===== src/rtl/conv_pwr_pkg.sv =====
package conv_pwr_pkg;
   typedef enum logic [1:0] {
      CHIP_ON   = 2'd0,
      CHIP_OFF  = 2'd1,
      CHIP_WAKE = 2'd2
   } chip_state_e;

   typedef enum logic [1:0] {
      CH_RDY    = 2'd0,
      CH_NAP    = 2'd1,
      CH_WAKE   = 2'd2,
      CH_SETTLE = 2'd3
   } ch_state_e;
endpackage


===== src/rtl/conv_pwr_sleep_ctrl.sv =====
module conv_pwr_sleep_ctrl
   import conv_pwr_pkg::*;
#(
   parameter int WAKE_TICKS = 2000
) (
   input  logic clk,
   input  logic rst_n,
   input  logic tick,
   input  logic sleep_req,
   output logic shared_on,
   output logic chip_ok
);
   localparam int TW = $clog2(WAKE_TICKS + 1);
   localparam logic [TW-1:0] LAST = TW'(WAKE_TICKS - 1);

   chip_state_e   st;
   logic [TW-1:0] tcnt;

   always_ff @(posedge clk or negedge rst_n) begin
      if (!rst_n) begin
         st   <= CHIP_ON;
         tcnt <= '0;
      end else if (sleep_req) begin
         st   <= CHIP_OFF;
         tcnt <= '0;
      end else begin
         case (st)
            CHIP_OFF: begin
               st   <= CHIP_WAKE;
               tcnt <= '0;
            end
            CHIP_WAKE: begin
               if (tick) begin
                  if (tcnt == LAST) begin
                     st   <= CHIP_ON;
                     tcnt <= '0;
                  end else begin
                     tcnt <= tcnt + 1'b1;
                  end
               end
            end
            default: ;
         endcase
      end
   end

   assign shared_on = (st != CHIP_OFF);
   assign chip_ok   = (st == CHIP_ON);


   sleep_off_chk: assert property (@(posedge clk) disable iff (!rst_n)
      sleep_req |=> !shared_on && !chip_ok);


   tick_only_chk: assert property (@(posedge clk) disable iff (!rst_n)
      (st == CHIP_WAKE && !tick) |=> !chip_ok);
endmodule


===== src/rtl/conv_pwr_nap_chan.sv =====
module conv_pwr_nap_chan
   import conv_pwr_pkg::*;
#(
   parameter int WAKE_CYC     = 100,
   parameter int SETTLE_TICKS = 50
) (
   input  logic clk,
   input  logic rst_n,
   input  logic tick,
   input  logic nap_req,
   input  logic settle_en,
   input  logic shared_on,
   input  logic chip_ok,
   output logic pwr_en,
   output logic ready
);
   localparam int CMAX = (WAKE_CYC > SETTLE_TICKS) ? WAKE_CYC : SETTLE_TICKS;
   localparam int CW   = $clog2(CMAX + 1);
   localparam logic [CW-1:0] WAKE_LAST   = CW'(WAKE_CYC - 1);
   localparam logic [CW-1:0] SETTLE_LAST = CW'((SETTLE_TICKS > 0) ? SETTLE_TICKS - 1 : 0);

   ch_state_e     st;
   logic [CW-1:0] cnt;
   logic          settle_go;

   generate
      if (SETTLE_TICKS > 0) begin : g_settle
         assign settle_go = settle_en;
      end else begin : g_no_settle
         assign settle_go = 1'b0;
      end
   endgenerate

   always_ff @(posedge clk or negedge rst_n) begin
      if (!rst_n) begin
         st  <= CH_RDY;
         cnt <= '0;
      end else if (nap_req) begin
         st  <= CH_NAP;
         cnt <= '0;
      end else begin
         case (st)
            CH_NAP: begin
               st  <= CH_WAKE;
               cnt <= '0;
            end
            CH_WAKE: begin
               if (cnt == WAKE_LAST) begin
                  st  <= settle_go ? CH_SETTLE : CH_RDY;
                  cnt <= '0;
               end else begin
                  cnt <= cnt + 1'b1;
               end
            end
            CH_SETTLE: begin
               if (tick) begin
                  if (cnt == SETTLE_LAST) begin
                     st  <= CH_RDY;
                     cnt <= '0;
                  end else begin
                     cnt <= cnt + 1'b1;
                  end
               end
            end
            default: ;
         endcase
      end
   end

   assign pwr_en = shared_on && (st != CH_NAP);
   assign ready  = chip_ok && (st == CH_RDY);


   nap_off_chk: assert property (@(posedge clk) disable iff (!rst_n)
      nap_req |=> !pwr_en && !ready);


   cancel_chk: assert property (@(posedge clk) disable iff (!rst_n)
      (st == CH_WAKE && nap_req) |=> (st == CH_NAP) && (cnt == '0));


   settle_hold_chk: assert property (@(posedge clk) disable iff (!rst_n)
      (st == CH_SETTLE && !tick && !nap_req) |=> !ready);
endmodule


===== src/rtl/conv_pwr_seq.sv =====
module conv_pwr_seq
   import conv_pwr_pkg::*;
#(
   parameter int NCH              = 4,
   parameter int NAP_WAKE_CYC     = 100,
   parameter int SETTLE_TICKS     = 50,
   parameter int SLEEP_WAKE_TICKS = 2000
) (
   input  logic           clk,
   input  logic           rst_n,
   input  logic           tick,
   input  logic           pin_mode,
   input  logic           pin_sleep,
   input  logic           reg_sleep,
   input  logic [NCH-1:0] reg_nap,
   input  logic           reg_settle_en,
   output logic           shared_pwr_en,
   output logic [NCH-1:0] ch_pwr_en,
   output logic [NCH-1:0] ch_ready
);
   initial begin
      nch_range_chk: assert (NCH >= 1);
      nap_cyc_chk: assert (NAP_WAKE_CYC >= 1);
      settle_chk: assert (SETTLE_TICKS >= 0);
      sleep_ticks_chk: assert (SLEEP_WAKE_TICKS >= 1);
   end

   logic           sleep_req;
   logic [NCH-1:0] nap_req;
   logic           chip_ok;

   assign sleep_req = pin_mode ? pin_sleep : reg_sleep;
   assign nap_req   = pin_mode ? '0 : reg_nap;

   conv_pwr_sleep_ctrl #(
      .WAKE_TICKS(SLEEP_WAKE_TICKS)
   ) u_sleep (
      .clk      (clk),
      .rst_n    (rst_n),
      .tick     (tick),
      .sleep_req(sleep_req),
      .shared_on(shared_pwr_en),
      .chip_ok  (chip_ok)
   );

   generate
      for (genvar i = 0; i < NCH; i++) begin : g_ch
         conv_pwr_nap_chan #(
            .WAKE_CYC    (NAP_WAKE_CYC),
            .SETTLE_TICKS(SETTLE_TICKS)
         ) u_ch (
            .clk      (clk),
            .rst_n    (rst_n),
            .tick     (tick),
            .nap_req  (nap_req[i]),
            .settle_en(reg_settle_en),
            .shared_on(shared_pwr_en),
            .chip_ok  (chip_ok),
            .pwr_en   (ch_pwr_en[i]),
            .ready    (ch_ready[i])
         );
      end
   endgenerate


   chan_off_chk: assert property (@(posedge clk) disable iff (!rst_n)
      !shared_pwr_en |-> (ch_pwr_en == '0));


   sleep_prio_chk: assert property (@(posedge clk) disable iff (!rst_n)
      !chip_ok |-> (ch_ready == '0));


   strap_ignore_chk: assert property (@(posedge clk) disable iff (!rst_n)
      (pin_mode && !pin_sleep) |=> shared_pwr_en);
endmodule


===== config.mk =====
export PLATFORM = sky130hd
export DESIGN_NAME = conv_pwr_seq
export DESIGN_NICKNAME = d
export VERILOG_FILES = /design/src/rtl/conv_pwr_pkg.sv /design/src/rtl/conv_pwr_sleep_ctrl.sv /design/src/rtl/conv_pwr_nap_chan.sv /design/src/rtl/conv_pwr_seq.sv
export SDC_FILE = /design/constraint.sdc
export NUM_CORES = 1
export LEC_CHECK = 0
export ABC_AREA = 1
export BUFFER_PORTS_ARGS = -buffer_cell sky130_fd_sc_hd__buf_2
export CORE_MARGIN = 5
export CORE_UTILIZATION = 30
export CTS_CLUSTER_DIAMETER = 150
export DETAILED_ROUTE_END_ITERATION = 7
export HOLD_SLACK_MARGIN = 0.08
export PLACE_DENSITY = 0.42
export RECOVER_POWER = 25
export SLEW_MARGIN = 20
export SYNTH_ARGS = -nofsm -noshare
export SYNTH_HDL_FRONTEND = slang
export SYNTH_SLANG_ARGS = --single-unit

===== constraint.sdc =====
create_clock -name clk -period 1.7 [get_ports clk]
set_input_delay 0.085 -clock clk [delete_from_list [all_inputs] [get_ports clk]]
set_output_delay 0.085 -clock clk [all_outputs]
set_load 0.05 [all_outputs]

==> reports/metrics.csv, run 1 <==
metric,value,unit
status,"finished, final reports clean",
"Net Count, Synth",476,
Max Cap Viol,0,
Slew Limit Fails,0,
Hold Crit Class,input pin to flip-flop,
Slew Limit Headroom,54.2,%
CP arrival,1.54,ns
TritonCTS clock tree,yes,
Placeable Area,0.0104,mm2
DRT Pass-1 Iters,4,
skew final,0.00809,ns
WL/cell,11.8,um
hold depth,4,
most frequent cells after synthesis,"nand2_1 (121), inv_1 (63), nor2_1 (57), dfrtp_1 (49), nand3_1 (34)",
post-route setup TNS,0,ns
final period utilization,95.3,%
Worst Path Max Fanout,4,
Final Hold Vio Count,0,
Via Count,2771,
CP Capture Type,output port,
Overall Global Routing Usage,12.4,%
vias in the first global route,2725,
Tightest Pin Transition,0.687,ns
detailed-route DRC error count,0,
"reg-to-reg slack, setup",0.21,ns
Num CTS Buffers,5,
initial core utilization,30.9,%
Worst IR Drop VDD,0.000380,V
post-route ant nets,0,
clk sinks,49,
worst endpoint required time,1.62,ns
predominant post-synthesis flop cell,dfrtp_1,
Synth top area share,38.2,%
H-tree depth,2,
hold_sp,reg_sleep,
worst path bufs/invs,1,
register area share after synthesis,38.2,%
Worst-Skew Late Latency,0.31,ns
reg2reg path depth,8,
Worst Hold End,u_sleep.st[1],
Synth Register Bits,49,
chip height,113,um
Vias/cell,4.51,
Worst Setup SP,u_sleep.st[0],
Max Buffers Root-to-Sink,2,
Netlist Area Pre-Place,0.00321,mm2
I/O pin count,20,
die area,0.0129,mm2
FMAX,617,MHz
HPWL Detailed,5.66,mm
worst r2r src,u_sleep.tcnt[0],
DIE WIDTH,113,um
nets@finish,497,
first-pass GRT wire length,13.0,mm
final wirelength,7.25,mm
critical path's slowest cell,dfrtp_1,
Layout fillers,1167,
antenna violations before repair,0,
CP Cell Sequence,or2_2 -> nor2_1 -> clkbuf_4,
Setup CP Type,flip-flop to output port,
GPL Wtd Cong,0.772,
most common cell in the netlist,nand2_1,
"slowest stage delay, CP",0.42,ns
setup violators final,0,
Synth Instances,456,
Netlist cell types,28,
ys async rst share,100,%
RR Endpoint,u_sleep.st[1],
drt first-iter violations,68,
dpl ws,0.194,ns
synth top area cells,"dfrtp_1 (38%), nand2_1 (14%), inv_1 (7.4%)",
row cnt,37,
layout cells sized above 1,15.1,%
Setup crit start kind,flip-flop,
CTS root buffer,clkbuf_8,
antenna cells,0,
largest net degree at the start of global routing,29,
RSZ-0062 raised after global routing,no,
"Reg clk slew, reported paths",0.09,ns
PortBufs,19,
Mean Syn Cell Area,7.04,um2
slack of the critical path,0.0797,ns
LEAKAGE,1.80,nW
YS warnings,0,
crit-path leading delay family,simple AND/OR/NAND/NOR gates,
gr ovfl total,0,
area grow syn2layout,10.1,%
"EDFF count, synth",0,
min Tclk post-route,1.62,ns
post-synth top area cell,dfrtp_1,
PwrDens,1300,mW/mm2
power by group:
group	switching [W]	internal (W)	leakage, nW	total (W)
registers	0.000199	0.00135	0.664	0.00155
clock network	0.000406	0.000369	0.0542	0.000775
logic	0.00165	0.000614	1.09	0.00226
cells in the final DEF (no fill, tap or decap), drive strengths merged:
| cell type | instances |
|---|---|
| a21oi | 15 |
| buf | 20 |
| clkbuf | 9 |
| clkinv | 2 |
| dfrtp | 49 |
| dlygate4sd3 | 1 |
| ha | 9 |
| inv | 72 |
| nand2 | 136 |
| nand3 | 38 |
| nand3b | 2 |
| nand4 | 6 |
| nor2 | 62 |
| nor3 | 8 |
| o21ai | 39 |
| or2 | 1 |
| xnor2 | 2 |
| xor2 | 7 |
worst reg2reg max path, stage by stage (launching register included):
cell	delay, ns
dfrtp_1	0.40
ha_1	0.22
nand3_2	0.14
nor3_2	0.16
nand2_1	0.07
nand2_1	0.11
nand2_2	0.15
nand2_1	0.09
o21ai_1	0.06
worst max path at each step:
stage | end | slack (ns) | cells past startpoint
after floorplan | u_sleep.tcnt[5] | 0.36 | 9
after global placement | u_sleep.st[1] | 0.22 | 8
after detailed placement | u_sleep.st[1] | 0.19 | 8
after CTS | ch_ready[3] | 0.009 | 3
after global routing | ch_ready[3] | 0.004 | 3
final | ch_ready[3] | 0.08 | 3
cell families (layout without fill, tap and decap cells):
kind of cell | Yosys count | in the layout | share of synthesized area (%)
adders and majority gates | 9 | 9 | 3.51
AOI/OAI and AO/OA | 54 | 54 | 9.13
xor gates and xnor gates | 9 | 9 | 2.46
and+or+nand+nor | 253 | 253 | 35.8
buffers and inverters | 82 | 104 | 10.9
DFF | 49 | 49 | 38.2
layout make-up:
cell class | instances | area, um2 | share of cell area (%)
Clock buffer | 7 | 96.3 | 2.73
Inverter | 73 | 274 | 7.76
Clock inverter | 1 | 5.00 | 0.142
Sequential cell | 49 | 1230 | 34.7
Tap cell | 136 | 170 | 4.82
Timing Repair Buffer | 23 | 126 | 3.58
Multi-Input combinational cell | 325 | 1630 | 46.2
layer usage:
metal | track usage, % | wire length, um
met2 | 19.4 | 3180
met4 | 4.57 | 167
met3 | 2.44 | 181
met1 | 17.2 | 3720
met5 | 0 | 0
flip-flops by register name, summed over array words and instances, names as in the netlist:
name,cells
g_ch.u_ch.cnt,28
u_sleep.tcnt,11
u_sleep.st,2
g_ch.u_ch.st,8
through the flow:
stage                     util [%]  hold slack [ns]  instance area [um2]  cells  total power (W)
after floorplan                  -           -0.211                 3210    456          0.00343
after global placement        33.1          0.00203                 3430    605          0.00388
after detailed placement      33.1        0.0000927                 3430    605          0.00387
after CTS                     34.2           0.0863                 3540    614          0.00469
after global routing          34.0            0.105                 3530    614          0.00506
final                         34.0           0.0994                 3530    614          0.00459
what timing repair did:
action / CTS / global route
setup buffers: 0 / 0
endpoints found under the setup margin: 0 / 1
hold buffers: 1 / 0
gates resized for setup: 0 / 1
hold endpoints to repair: 49 / 0
Note: power is estimated with default switching activity, not from simulation.
==> inputs of run 2 (changes only) <==
--- a/config.mk
+++ b/config.mk
@@ -5,7 +5,6 @@
 export SDC_FILE = /design/constraint.sdc
 export NUM_CORES = 1
 export LEC_CHECK = 0
-export ABC_AREA = 1
 export BUFFER_PORTS_ARGS = -buffer_cell sky130_fd_sc_hd__buf_2
 export CORE_MARGIN = 5
 export CORE_UTILIZATION = 30
==> run 2 against run 1 <==
  * First-iteration DRC count increased by 130%
  * Design area increased by 8.5%
  * Register-to-register slack got worse by 0.17 ns
  * Flip-flop and latch count unchanged
  * Critical path depth increased by 2
  * Largest power group is now sequential cells
  * Sequential share of layout area decreased by 2.7 points
  * Setup slack got worse by 0.039 ns
  * Synthesized cell count decreased by 25%
  * Combinational power decreased by 59%
  * Count of clock-buffer cells in the layout decreased by 2
  * Wire length increased by 9.7%
==> reports/metrics.csv, run 2 <==
metric,value,unit
status,"finished, final reports clean",
post-route setup TNS,0,ns
min Tclk post-route,1.66,ns
Net Sw Power,0.00110,W
worst endpoint required time,1.89,ns
Layout fillers,1094,
nets@finish,416,
design area,0.00383,mm2
crit path to,g_ch[1].u_ch.cnt[6],
Clock power frac,24.3,%
row cnt,37,
worst hold slack,0.145,ns
Vias/cell,5.09,
"reg-to-reg slack, setup",0.04,ns
clk sinks,49,
antenna violations before repair,0,
Mean Syn Cell Area,9.15,um2
final wirelength,7.95,mm
"slowest stage delay, CP",0.42,ns
reg2reg path depth,5,
CP Capture Type,flip-flop,
Overall Global Routing Usage,12.9,%
"EDFF count, synth",0,
register area share after synthesis,39.1,%
Slew Limit Fails,0,
FMAX,603,MHz
WL/cell,14.9,um
drt first-iter violations,156,
largest registers,"g_ch.u_ch.cnt: 28 flops, u_sleep.tcnt: 11 flops, g_ch.u_ch.st: 8 flops",
initial core utilization,30.5,%
HPWL Detailed,5.81,mm
post-synth top area cell,dfrtp_1,
most frequent cells after synthesis,"dfrtp_1 (49), nand2_1 (24), a21oi_1 (22), inv_1 (18), nand3_1 (16)",
Biggest register,g_ch.u_ch.cnt,
Max Cap Viol,0,
predominant post-synthesis flop cell,dfrtp_1,
Slew Limit Headroom,19.9,%
Tightest Pin Transition,1.20,ns
layout cells sized above 1,25.9,%
Final Hold Vio Count,0,
area of the multi-input gates,0.00180,mm2
WP depth,5,
first-pass GRT wire length,13.4,mm
vias in the first global route,2741,
sw frac,36.4,%
Storage cell area,0.00123,mm2
Synth Register Bits,49,
slack of the critical path,0.0404,ns
Setup crit start kind,flip-flop,
YS warnings,0,
most frequent cells in the layout,"dfrtp_1 (48), buf_4 (45), nand2_1 (24)",
"commonest non-fill, non-tap cell in the layout",dfrtp_1,
DRT Pass-1 Iters,4,
Worst IR Drop VDD,0.000359,V
PwrDens,789,mW/mm2
worst r2r src,g_ch[1].u_ch.cnt[1],
synth top area cells,"dfrtp_1 (39%), ha_1 (3.6%), a21oi_1 (3.5%)",
Synth Instances,343,
antenna cells,0,
dpl ws,-0.0102,ns
I/O pin count,20,
Via Count,2714,
Worst-Skew Late Latency,0.32,ns
setup violators final,0,
Num CTS Buffers,5,
Max Buffers Root-to-Sink,2,
GPL Wtd Cong,0.817,
CP Cell Sequence,ha_2 -> nand4bb_1 -> o311a_4 -> nand3b_1 -> o22ai_1,
detailed-route DRC error count,0,
TritonCTS clock tree,yes,
RSZ-0062 raised after global routing,yes,
Worst Setup SP,g_ch[1].u_ch.cnt[1],
Setup CP Type,flip-flop to flip-flop,
"Net Count, Synth",363,
"Reg clk slew, reported paths",0.11,ns
most common cell in the netlist,dfrtp_1,
critical path's slowest cell,dfrtp_1,
Placeable Area,0.0103,mm2
part of the power in registers,45.1,%
Placed Area,0.00359,mm2
die area,0.0126,mm2
Netlist Area Pre-Place,0.00314,mm2
LEAKAGE,1.58,nW
largest net degree at the start of global routing,50,
gr ovfl total,0,
Worst Path Max Fanout,7,
crit-path leading delay family,compound AO/OA/AOI/OAI gates,
CTS root buffer,clkbuf_8,
skew final,0.0175,ns
Largest register FFs,28,
Synth top area share,39.1,%
H-tree depth,2,
Combinational Power Share,30.6,%
chip height,112,um
final period utilization,97.6,%
post-route ant nets,0,
worst path bufs/invs,0,
area grow syn2layout,22.1,%
Netlist cell types,64,
PortBufs,19,
P_int,0.00192,W
DIE WIDTH,112,um
CP arrival,1.85,ns
Hold Crit Class,input pin to flip-flop,
RR Endpoint,g_ch[1].u_ch.cnt[6],
ys async rst share,100,%
-- run 2: metal layers --
layer	part of all wire (%)	up-vias	track usage, %
met5	0	-	0
met4	0.62	0	3.04
met3	2.6	4	2.37
met2	48	32	21.6
met1	49	1300	17.3
li1	-	1378	-
-- run 2: power groups by stage --
stage	registers, W	logic, W	clock network (W)
floorplan	0.00136	0.000611	0
detailed placement	0.00138	0.000883	0
global route	0.00138	0.00103	0.000810
finish	0.00137	0.000924	0.000735
global placement	0.00138	0.000889	0
CTS	0.00136	0.000903	0.000775
-- run 2: how the worst min path moves through the flow --
stage / from / end / slack, ns / cells after the start
after floorplan: rst_n / g_ch[0].u_ch.cnt[0] / -0.21 / 0
after global placement: rst_n / g_ch[0].u_ch.cnt[3] / 0.10 / 2
after detailed placement: rst_n / g_ch[0].u_ch.cnt[3] / 0.11 / 2
after CTS: pin_sleep / u_sleep.st[1] / 0.12 / 3
after global routing: pin_sleep / u_sleep.st[1] / 0.16 / 3
final: pin_sleep / u_sleep.st[1] / 0.15 / 3
-- run 2: layout make-up --
type                            count  area share [%]
Multi-Input combinational cell    256            47.0
Sequential cell                    49            32.0
Timing Repair Buffer               66            12.4
Tap cell                          136            4.44
Clock buffer                        5            1.80
Inverter                           18            1.76
Clock inverter                      3           0.588
-- run 2: metrics by stage --
step                      util, %  std cells  total power, W
after global placement       34.9        519         0.00227
final                        37.3        533         0.00302
after detailed placement     34.9        519         0.00227
after floorplan                 -        343         0.00197
after global routing         37.3        533         0.00322
after CTS                    36.4        531         0.00304
-- run 2: cells by family (layout without fill, tap and decap cells) --
| kind of cell | Yosys count | after routing | synth area share (%) |
|---|---|---|---|
| buffers and inverters | 38 | 92 | 6.42 |
| XOR/XNOR | 4 | 4 | 1.12 |
| AND/OR/NAND/NOR | 137 | 137 | 26.3 |
| AO/OA/AOI/OAI | 99 | 99 | 21.1 |
| multiplexers | 7 | 7 | 2.43 |
| flip-flops | 49 | 49 | 39.1 |
| adder cells (fa/ha/maj) | 9 | 9 | 3.59 |
-- run 2: worst reg2reg max path, delay by kind of cell, from the launching register on --
kind	cells	cell delay (ns)
compound gates	2	0.51
flops	1	0.42
simple gates	2	0.42
fa+ha+maj	1	0.20
-- run 2: what timing repair did --
item / CTS / global route
hold buffers: 4 / 0
pin swaps: 1 / 10
resized for setup: 4 / 26
buffers inserted: 0 / 2
setup endpoints to repair: 5 / 35
hold endpoints to repair: 52 / 0
==> inputs of run 3 (changes only) <==
--- a/config.mk
+++ b/config.mk
@@ -12,7 +12,6 @@
 export DETAILED_ROUTE_END_ITERATION = 7
 export HOLD_SLACK_MARGIN = 0.08
 export PLACE_DENSITY = 0.42
-export RECOVER_POWER = 25
 export SLEW_MARGIN = 20
 export SYNTH_ARGS = -nofsm -noshare
 export SYNTH_HDL_FRONTEND = slang
==> run 3 against run 2 <==
  * Die area stayed put
  * Wire length hardly changed
  * Via count is 0.11% lower
  * Count of clock-buffer cells in the layout stayed put
  * Global-route usage stayed put
  * Worst hold slack stayed put
  * Critical path type unchanged
  * Largest power group unchanged
  * Highest routed layer unchanged
==> reports/metrics.csv, run 3 (same netlist as run 2, synthesis figures left out) <==
metric,value,unit
status,"finished, final reports clean",
initial core utilization,30.5,%
DIE WIDTH,112,um
chip height,112,um
PortBufs,19,
detailed-route DRC error count,0,
Worst-Skew Late Latency,0.32,ns
TritonCTS clock tree,yes,
dpl ws,-0.0102,ns
RSZ-0062 raised after global routing,yes,
Placed Area,0.00359,mm2
Final Hold Vio Count,0,
"slowest stage delay, CP",0.42,ns
CP arrival,1.85,ns
min Tclk post-route,1.66,ns
skew final,0.0175,ns
I/O pin count,20,
CP Cell Sequence,ha_2 -> nand4bb_1 -> o311a_4 -> nand3b_1 -> o22ai_1,
first-pass GRT wire length,13.4,mm
LEAKAGE,1.59,nW
worst endpoint required time,1.89,ns
drt first-iter violations,156,
FMAX,603,MHz
GPL Wtd Cong,0.817,
Vias/cell,5.09,
fin cells,533,
post-route ant nets,0,
Num CTS Buffers,5,
Slew Limit Headroom,73.3,%
critical path's slowest cell,dfrtp_1,
Overall Power,0.00303,W
CTS root buffer,clkbuf_8,
most frequent cells in the layout,"dfrtp_1 (48), buf_4 (45), nand2_1 (24)",
Max Cap Viol,0,
Worst IR Drop VDD,0.000359,V
largest registers,"g_ch.u_ch.cnt: 28 flops, u_sleep.tcnt: 11 flops, g_ch.u_ch.st: 8 flops",
gr ovfl total,0,
Via Count,2711,
area of the multi-input gates,0.00180,mm2
slack of the critical path,0.0404,ns
setup violators final,0,
die area,0.0126,mm2
final wirelength,7.96,mm
DRT Pass-1 Iters,4,
largest net degree at the start of global routing,50,
antenna cells,0,
Slew Limit Fails,0,
H-tree depth,2,
Worst Path Max Fanout,7,
Tightest Pin Transition,0.397,ns
Biggest register,g_ch.u_ch.cnt,
Largest register FFs,28,
vias in the first global route,2741,
area grow syn2layout,22.6,%
HPWL Detailed,5.81,mm
clk sinks,49,
placed insts,519,
"commonest non-fill, non-tap cell in the layout",dfrtp_1,
nets@finish,416,
final period utilization,97.6,%
Placeable Area,0.0103,mm2
CP Capture Type,flip-flop,
post-route setup TNS,0,ns
Hold Crit Class,input pin to flip-flop,
Max Buffers Root-to-Sink,2,
row cnt,37,
"Reg clk slew, reported paths",0.11,ns
design area,0.00385,mm2
Storage cell area,0.00123,mm2
antenna violations before repair,0,
Setup crit start kind,flip-flop,
Setup CP Type,flip-flop to flip-flop,
layout cells sized above 1,25.9,%
PwrDens,788,mW/mm2
Overall Global Routing Usage,12.9,%
Layout fillers,1092,
WL/cell,14.9,um
[run 3: worst paths after layout]
path	start	endpoint	slack (ns)	cells after the start
setup / recovery	g_ch[1].u_ch.cnt[1]	g_ch[1].u_ch.cnt[6]	0.04	5
hold / removal	pin_sleep	u_sleep.st[1]	0.15	3
setup reg to reg	g_ch[1].u_ch.cnt[1]	g_ch[1].u_ch.cnt[6]	0.04	5
hold reg to reg	u_sleep.tcnt[7]	u_sleep.tcnt[7]	0.53	1
max in group asynchronous	rst_n	g_ch[3].u_ch.cnt[0]	1.14	3
min in group asynchronous	rst_n	u_sleep.tcnt[8]	0.30	3
[run 3: power by group]
group	total [W]	internal [W]	switching, W
registers	0.00136	0.00126	0.000108
clock network	0.000735	0.000290	0.000445
logic	0.000929	0.000381	0.000549
total	0.00303	0.00193	0.00110
[run 3: critical path: cells and delay by family, from the launching register on]
| family | cells | cell delay [ns] |
|---|---|---|
| compound gates | 2 | 0.50 |
| simple gates | 2 | 0.42 |
| fa+ha+maj | 1 | 0.20 |
| flops | 1 | 0.42 |
[run 3: cell type report]
class                   instances  area share [%]
multi-input cells             256            46.8
clock inverters                 3           0.586
clock buffers                   5            1.79
inverters                      18            1.76
well taps                     136            4.42
repair buffers                 66            12.7
flip-flops and latches         49            31.9
[run 3: timing repair]
| item | CTS | global route |
|---|---|---|
| resized for setup | 4 | 26 |
| setup endpoints to repair | 5 | 35 |
| hold buffers | 4 | 0 |
| buffers inserted | 0 | 2 |
| pin swaps | 1 | 10 |
| endpoints found under the hold margin | 52 | 0 |
[run 3: layer usage]
| metal | vias to the layer above | global-route usage [%] | part of all wire (%) |
|---|---|---|---|
| li1 | 1378 | - | - |
| met1 | 1300 | 17.3 | 49 |
| met2 | 29 | 21.6 | 48 |
| met3 | 4 | 2.37 | 2.4 |
| met4 | 0 | 3.04 | 0.62 |
| met5 | - | 0 | 0 |
[run 3: through the flow]
stage	util, %	hold slack, ns
2_1_floorplan	-	-0.211
3_3_place_gp	34.9	0.104
3_5_place_dp	34.9	0.106
4_1_cts	36.4	0.124
5_1_grt	37.4	0.158
6_report	37.4	0.145
